[config.mk]
export PLATFORM = sky130hd
export DESIGN_NAME = gpio_ovr_port
export DESIGN_NICKNAME = d
export VERILOG_FILES = /design/src/rtl/gpio_ovr_pkg.sv /design/src/rtl/gpio_ovr_sync.sv /design/src/rtl/gpio_ovr_pinmux.sv /design/src/rtl/gpio_ovr_regs.sv /design/src/rtl/gpio_ovr_port.sv
export SDC_FILE = /design/constraint.sdc
export NUM_CORES = 1
export LEC_CHECK = 0
export CORE_UTILIZATION = 25
export DETAILED_ROUTE_END_ITERATION = 6
export SETUP_SLACK_MARGIN = 0.02
export SYNTH_ARGS = -nofsm -noshare
export SYNTH_HDL_FRONTEND = slang
export SYNTH_HIERARCHICAL = 1
export SYNTH_SLANG_ARGS = --single-unit
[constraint.sdc]
create_clock -name clk -period 1.1 [get_ports clk]
set_clock_uncertainty 0.05 [all_clocks]
set_input_delay 0.22 -clock clk [delete_from_list [all_inputs] [get_ports clk]]
set_output_delay 0.22 -clock clk [all_outputs]
set_load 0.01 [all_outputs]
[src/rtl/gpio_ovr_pkg.sv]
package gpio_ovr_pkg;
  localparam int unsigned ADDR_DIR  = 0;
  localparam int unsigned ADDR_STAT = 1;

  typedef enum logic [1:0] {
    PM_SOFT = 2'd0,
    PM_OC   = 2'd1,
    PM_DISP = 2'd2
  } pin_mode_e;
endpackage

[src/rtl/gpio_ovr_sync.sv]
module gpio_ovr_sync #(
  parameter int PINS   = 8,
  parameter int STAGES = 2
) (
  input  logic            clk,
  input  logic            rst,
  input  logic [PINS-1:0] async_in,
  output logic [PINS-1:0] sync_out
);
  logic [PINS-1:0] stage_q [STAGES];

  always_ff @(posedge clk) begin
    if (rst) stage_q[0] <= '0;
    else     stage_q[0] <= async_in;
  end

  for (genvar s = 1; s < STAGES; s++) begin : g_stage
    always_ff @(posedge clk) begin
      if (rst) stage_q[s] <= '0;
      else     stage_q[s] <= stage_q[s-1];
    end
  end

  assign sync_out = stage_q[STAGES-1];
endmodule

[src/rtl/gpio_ovr_pinmux.sv]
module gpio_ovr_pinmux
  import gpio_ovr_pkg::*;
#(
  parameter int PINS = 8
) (
  input  logic            clk,
  input  logic            rst,
  input  logic            seg_mod_en,
  input  logic [PINS-1:0] seg_pin_en,
  input  logic            tmr_mod_en,
  input  logic [PINS-1:0] tmr_oc_sel,
  input  logic [PINS-1:0] tmr_oc_val,
  input  logic [PINS-1:0] port_dout,
  input  logic [PINS-1:0] dir_q,
  input  logic [PINS-1:0] pad_sync,
  output logic [PINS-1:0] stat_bits,
  output logic [PINS-1:0] pad_oe,
  output logic [PINS-1:0] pad_out
);
  for (genvar i = 0; i < PINS; i++) begin : g_pin
    pin_mode_e mode;
    logic      oe_d;
    logic      out_d;

    always_comb begin
      if (seg_mod_en && seg_pin_en[i])      mode = PM_DISP;
      else if (tmr_mod_en && tmr_oc_sel[i]) mode = PM_OC;
      else                                  mode = PM_SOFT;
    end

    always_comb begin
      unique case (mode)
        PM_DISP: begin oe_d = 1'b0; out_d = 1'b0; end
        PM_OC:   begin oe_d = 1'b1; out_d = tmr_oc_val[i]; end
        default: begin oe_d = dir_q[i]; out_d = port_dout[i]; end
      endcase
    end

    assign stat_bits[i] = (mode == PM_DISP) ? 1'b1 : pad_sync[i];

    always_ff @(posedge clk) begin
      if (rst) begin
        pad_oe[i]  <= 1'b0;
        pad_out[i] <= 1'b0;
      end else begin
        pad_oe[i]  <= oe_d;
        pad_out[i] <= out_d;
      end
    end

    AST_DISP_NO_DRIVE: assert property (@(posedge clk) disable iff (rst)
      (seg_mod_en && seg_pin_en[i]) |=> (!pad_oe[i] && !pad_out[i]));
    AST_OC_FORCED: assert property (@(posedge clk) disable iff (rst)
      (!(seg_mod_en && seg_pin_en[i]) && tmr_mod_en && tmr_oc_sel[i])
      |=> (pad_oe[i] && pad_out[i] == $past(tmr_oc_val[i])));
    AST_SOFT_DIR: assert property (@(posedge clk) disable iff (rst)
      (!(seg_mod_en && seg_pin_en[i]) && !(tmr_mod_en && tmr_oc_sel[i]))
      |=> (pad_oe[i] == $past(dir_q[i]) && pad_out[i] == $past(port_dout[i])));
  end
endmodule

[src/rtl/gpio_ovr_regs.sv]
module gpio_ovr_regs
  import gpio_ovr_pkg::*;
#(
  parameter int PINS   = 8,
  parameter int ADDR_W = 2
) (
  input  logic              clk,
  input  logic              rst,
  input  logic [ADDR_W-1:0] reg_addr,
  input  logic              reg_wr,
  input  logic              reg_rd,
  input  logic [PINS-1:0]   reg_wdata,
  input  logic [PINS-1:0]   stat_bits,
  output logic [PINS-1:0]   dir_q,
  output logic [PINS-1:0]   reg_rdata
);
  localparam logic [ADDR_W-1:0] A_DIR  = ADDR_W'(ADDR_DIR);
  localparam logic [ADDR_W-1:0] A_STAT = ADDR_W'(ADDR_STAT);

  logic            dir_hit;
  logic [PINS-1:0] rd_mux;

  assign dir_hit = reg_wr && (reg_addr == A_DIR);

  always_ff @(posedge clk) begin
    if (rst)          dir_q <= '0;
    else if (dir_hit) dir_q <= reg_wdata;
  end

  always_comb begin
    if (reg_addr == A_DIR)       rd_mux = dir_q;
    else if (reg_addr == A_STAT) rd_mux = stat_bits;
    else                         rd_mux = '0;
  end

  always_ff @(posedge clk) begin
    if (rst)         reg_rdata <= '0;
    else if (reg_rd) reg_rdata <= rd_mux;
    else             reg_rdata <= '0;
  end

  AST_DIR_RESET: assert property (@(posedge clk) disable iff (rst)
    $past(rst) |-> dir_q == '0);
  AST_DIR_WRITE: assert property (@(posedge clk) disable iff (rst)
    (reg_wr && reg_addr == A_DIR) |=> dir_q == $past(reg_wdata));
  AST_OTHER_WR_IGNORED: assert property (@(posedge clk) disable iff (rst)
    (reg_wr && reg_addr != A_DIR) |=> $stable(dir_q));
  AST_RDATA_IDLE: assert property (@(posedge clk) disable iff (rst)
    !reg_rd |=> reg_rdata == '0);
  AST_UNMAPPED_ZERO: assert property (@(posedge clk) disable iff (rst)
    (reg_rd && reg_addr != A_DIR && reg_addr != A_STAT) |=> reg_rdata == '0);
endmodule

[src/rtl/gpio_ovr_port.sv]
module gpio_ovr_port
  import gpio_ovr_pkg::*;
#(
  parameter int PINS        = 8,
  parameter int ADDR_W      = 2,
  parameter int SYNC_STAGES = 2
) (
  input  logic              clk,
  input  logic              rst,
  input  logic [ADDR_W-1:0] reg_addr,
  input  logic              reg_wr,
  input  logic              reg_rd,
  input  logic [PINS-1:0]   reg_wdata,
  output logic [PINS-1:0]   reg_rdata,
  input  logic              seg_mod_en,
  input  logic [PINS-1:0]   seg_pin_en,
  input  logic              tmr_mod_en,
  input  logic [PINS-1:0]   tmr_oc_sel,
  input  logic [PINS-1:0]   tmr_oc_val,
  input  logic [PINS-1:0]   port_dout,
  input  logic [PINS-1:0]   pad_in,
  output logic [PINS-1:0]   pad_oe,
  output logic [PINS-1:0]   pad_out
);
  logic [PINS-1:0] pad_sync;
  logic [PINS-1:0] stat_bits;
  logic [PINS-1:0] dir_q;

  gpio_ovr_sync #(.PINS(PINS), .STAGES(SYNC_STAGES)) u_sync (
    .clk      (clk),
    .rst      (rst),
    .async_in (pad_in),
    .sync_out (pad_sync)
  );

  gpio_ovr_pinmux #(.PINS(PINS)) u_pinmux (
    .clk        (clk),
    .rst        (rst),
    .seg_mod_en (seg_mod_en),
    .seg_pin_en (seg_pin_en),
    .tmr_mod_en (tmr_mod_en),
    .tmr_oc_sel (tmr_oc_sel),
    .tmr_oc_val (tmr_oc_val),
    .port_dout  (port_dout),
    .dir_q      (dir_q),
    .pad_sync   (pad_sync),
    .stat_bits  (stat_bits),
    .pad_oe     (pad_oe),
    .pad_out    (pad_out)
  );

  gpio_ovr_regs #(.PINS(PINS), .ADDR_W(ADDR_W)) u_regs (
    .clk       (clk),
    .rst       (rst),
    .reg_addr  (reg_addr),
    .reg_wr    (reg_wr),
    .reg_rd    (reg_rd),
    .reg_wdata (reg_wdata),
    .stat_bits (stat_bits),
    .dir_q     (dir_q),
    .reg_rdata (reg_rdata)
  );

  for (genvar i = 0; i < PINS; i++) begin : g_chk
    AST_DISP_READS_ONE: assert property (@(posedge clk) disable iff (rst)
      (reg_rd && reg_addr == ADDR_W'(ADDR_STAT) && seg_mod_en && seg_pin_en[i])
      |=> reg_rdata[i]);
  end
endmodule

==> reports/results.txt <==
Fraction of registers with async set or reset after synthesis - 0%
Mux contribution to synthesized area - 8.28%
Seq cells post-synth - 48
Pwr dens - 1210 nW/um^2
DRT Wirelength - 4.52 mm
Routed Antenna Nets - 0
Seq/Total Area, Yosys - 49.7%
Clock Path Buffers - 2
Syn Area/Cell - 11.2 um^2
Synth Area in Adders - 0%
Largest cells by area after synthesis - dfxtp_1 (50%), mux2i_1 (8.3%), a21o_2 (6.3%)
Setup_tns - 0 ns
Crit path max fanout - 2
Gr ovfl total - 0
Outcome - finished clean
Die Span Y - 89.9 um
Synth Area in XOR/XNOR - 0%
Mapped Area - 1930 um^2
RSZ-0062 raised after global routing - false
Post-synth EDFFs - 0
Largest family of logic cells by synthesized area - simple AND/OR/NAND/NOR gates
Most common cell in the netlist - dfxtp_1
Ant diodes - 0
Cell accounting for the most synthesized area - dfxtp_1
Share of the synthesized area in the top cell type - 49.7%
Slew HR - 80.5%
Initial antenna violation count - 0
Synthesized Nets - 228
Largest net degree at the start of global routing - 28
Post-DP HPWL - 3.41 mm
Leak - 1.23 nW
Worst path arrival time - 1.19 ns
Worst hold path class - input pin to flop
Count of final hold-check violations - 0
CTS sink cnt - 48
Simple-gate portion of the synthesized area - 20.9%
Worst-skew pair later-pin latency - 0.29 ns
Site Rows - 31
Count of different cell masters after synthesis - 24
TritonCTS Buffers - 5
Number of remaining DRC errors - 0
Area Overhead vs Synth - 48.6%
Fmax achieved - 951 MHz
Vias - 1470
DIE WIDTH - 89.9 um
Placed cell count - 350
Worst VDD drop - 0.471 mV
Placed inst area - 2830 um^2
Ports - 80
Gr usage total - 11.5%
Die Area - 8090 um^2
# setup viols final - 0
Via/cell ratio - 4.09
Top cells by count, synth - dfxtp_1 (48), mux2i_1 (16), a21o_2 (14)
Worst-margin pin slew - 0.284 ns
Drt wl/cell - 12.6 um
CP Class - input pin to flop
Crit path required time - 1.24 ns
Placer Congestion - 0.709
CP endpoint kind - flop
Final std cell area, no fill - 2870 um^2
Clk root buf - clkbuf_8
Startpoint Class - input pin
Clock transition at path regs - 0.08 ns
TritonCTS clock tree - built
Final min period - 1.05 ns
IO buf count - 79
Period utilization - 95.5%
Layout Nets - 315
Vias in the first global route - 1410
1st-pass router iterations - 5
Max Cap Viol - 0
Warnings from Yosys - 6
Top FF cell, synth - dfxtp_1
Synth Area in Compound Gates - 16.2%
Syn Inst Count - 172
Final-report max-slew violation count - 0
Final Non-Filler Cells - 359
Core area - 7370 um^2
Wire length of the first global-routing pass - 7.20 mm
Layout cells sized above 1 - 38.5%
Initial Util - 26.2%
H-tree level count - 2
Iter 0 DRT Violations - 42
-- critical path, cell delays in order --
cell,delay [ns]
clkdlybuf4s50_1,0.46
a21o_2,0.24
mux2i_2,0.21
nor2_4,0.05
-- metal layers --
| layer | vias to the layer above | wire length [um] | GRT usage [%] |
|---|---|---|---|
| met4 | 0 | 40 | 4.03 |
| met3 | 2 | 258 | 3.38 |
| met1 | 666 | 2190 | 15.9 |
| li1 | 750 | - | - |
| met2 | 52 | 2030 | 16.9 |
| met5 | - | 0 | 0 |
-- sequential cells by signal (all words and copies together), names as in the netlist --
register          flops
u_sync/stage_q       16
u_pinmux/pad_oe       8
u_pinmux/pad_out      8
u_regs/dir_q          8
u_regs/reg_rdata      8
-- cells by family (layout without fill, tap and decap cells) --
group,Yosys count,after routing
AO/OA/AOI/OAI,40,40
multiplexers,16,16
buffers and inverters,10,98
flip-flops,48,48
AND/OR/NAND/NOR,58,58
-- final cells by class --
cell class                 instances  area, um^2
multi-input combinational        114         912
clock buffer                       8        90.1
tap                               99         124
fill                             768        4500
timing repair buffer              90         783
sequential                        48         963
-- worst paths after layout --
path	start	end	slack, ns	cells after the start
max	seg_pin_en[6]	u_regs/reg_rdata[6]	0.05	4
min	reg_addr[1]	u_regs/dir_q[6]	0.35	4
max reg2reg	u_sync/stage_q[1][0]	u_regs/reg_rdata[0]	0.13	3
min reg2reg	u_sync/stage_q[0][0]	u_sync/stage_q[1][0]	0.39	1
-- placed cells by master, fill, tap and decap left out, types with 5 or more instances in the layout --
cell | netlist | layout
a21oi_1 | 12 | 12
nor2_1 | 8 | 8
clkbuf_8 | 0 | 6
nand3_1 | 5 | 5
dfxtp_1 | 48 | 46
buf_4 | 2 | 5
buf_2 | 1 | 24
buf_6 | 5 | 6
nand2b_1 | 10 | 10
and2b_2 | 6 | 6
mux2i_1 | 16 | 12
nor2b_2 | 7 | 7
a21o_2 | 14 | 14
nand2b_2 | 6 | 6
clkdlybuf4s50_1 | 0 | 49
-- where the power goes --
part | switching, mW | internal, mW | total, mW
Clock | 0.544 | 0.513 | 1.06
Combinational | 0.220 | 0.360 | 0.579
Sequential | 0.0259 | 1.81 | 1.84
Total | 0.789 | 2.68 | 3.47
-- per-stage QoR --
| step | utilization [%] | worst slack [ns] | hold WS, ns | total power, mW |
|---|---|---|---|---|
| after CTS | 38.3 | 0.0146 | 0.402 | 3.52 |
| after global placement | 38.4 | -0.432 | 0.374 | 2.47 |
| final | 39.0 | 0.0490 | 0.350 | 3.47 |
| after detailed placement | 38.4 | -0.452 | 0.383 | 2.47 |
| after floorplan | - | 0.104 | 0.299 | 2.14 |
| after global routing | 39.0 | 0.0277 | 0.369 | 3.66 |
-- what timing repair did --
item,CTS,global route
cloned,0,0
setup buffers,1,0
hold buffers,0,0
resized for setup,104,14
pin swaps,1,9
setup endpoints to repair,65,17
Note: power is estimated with default switching activity, not from simulation.
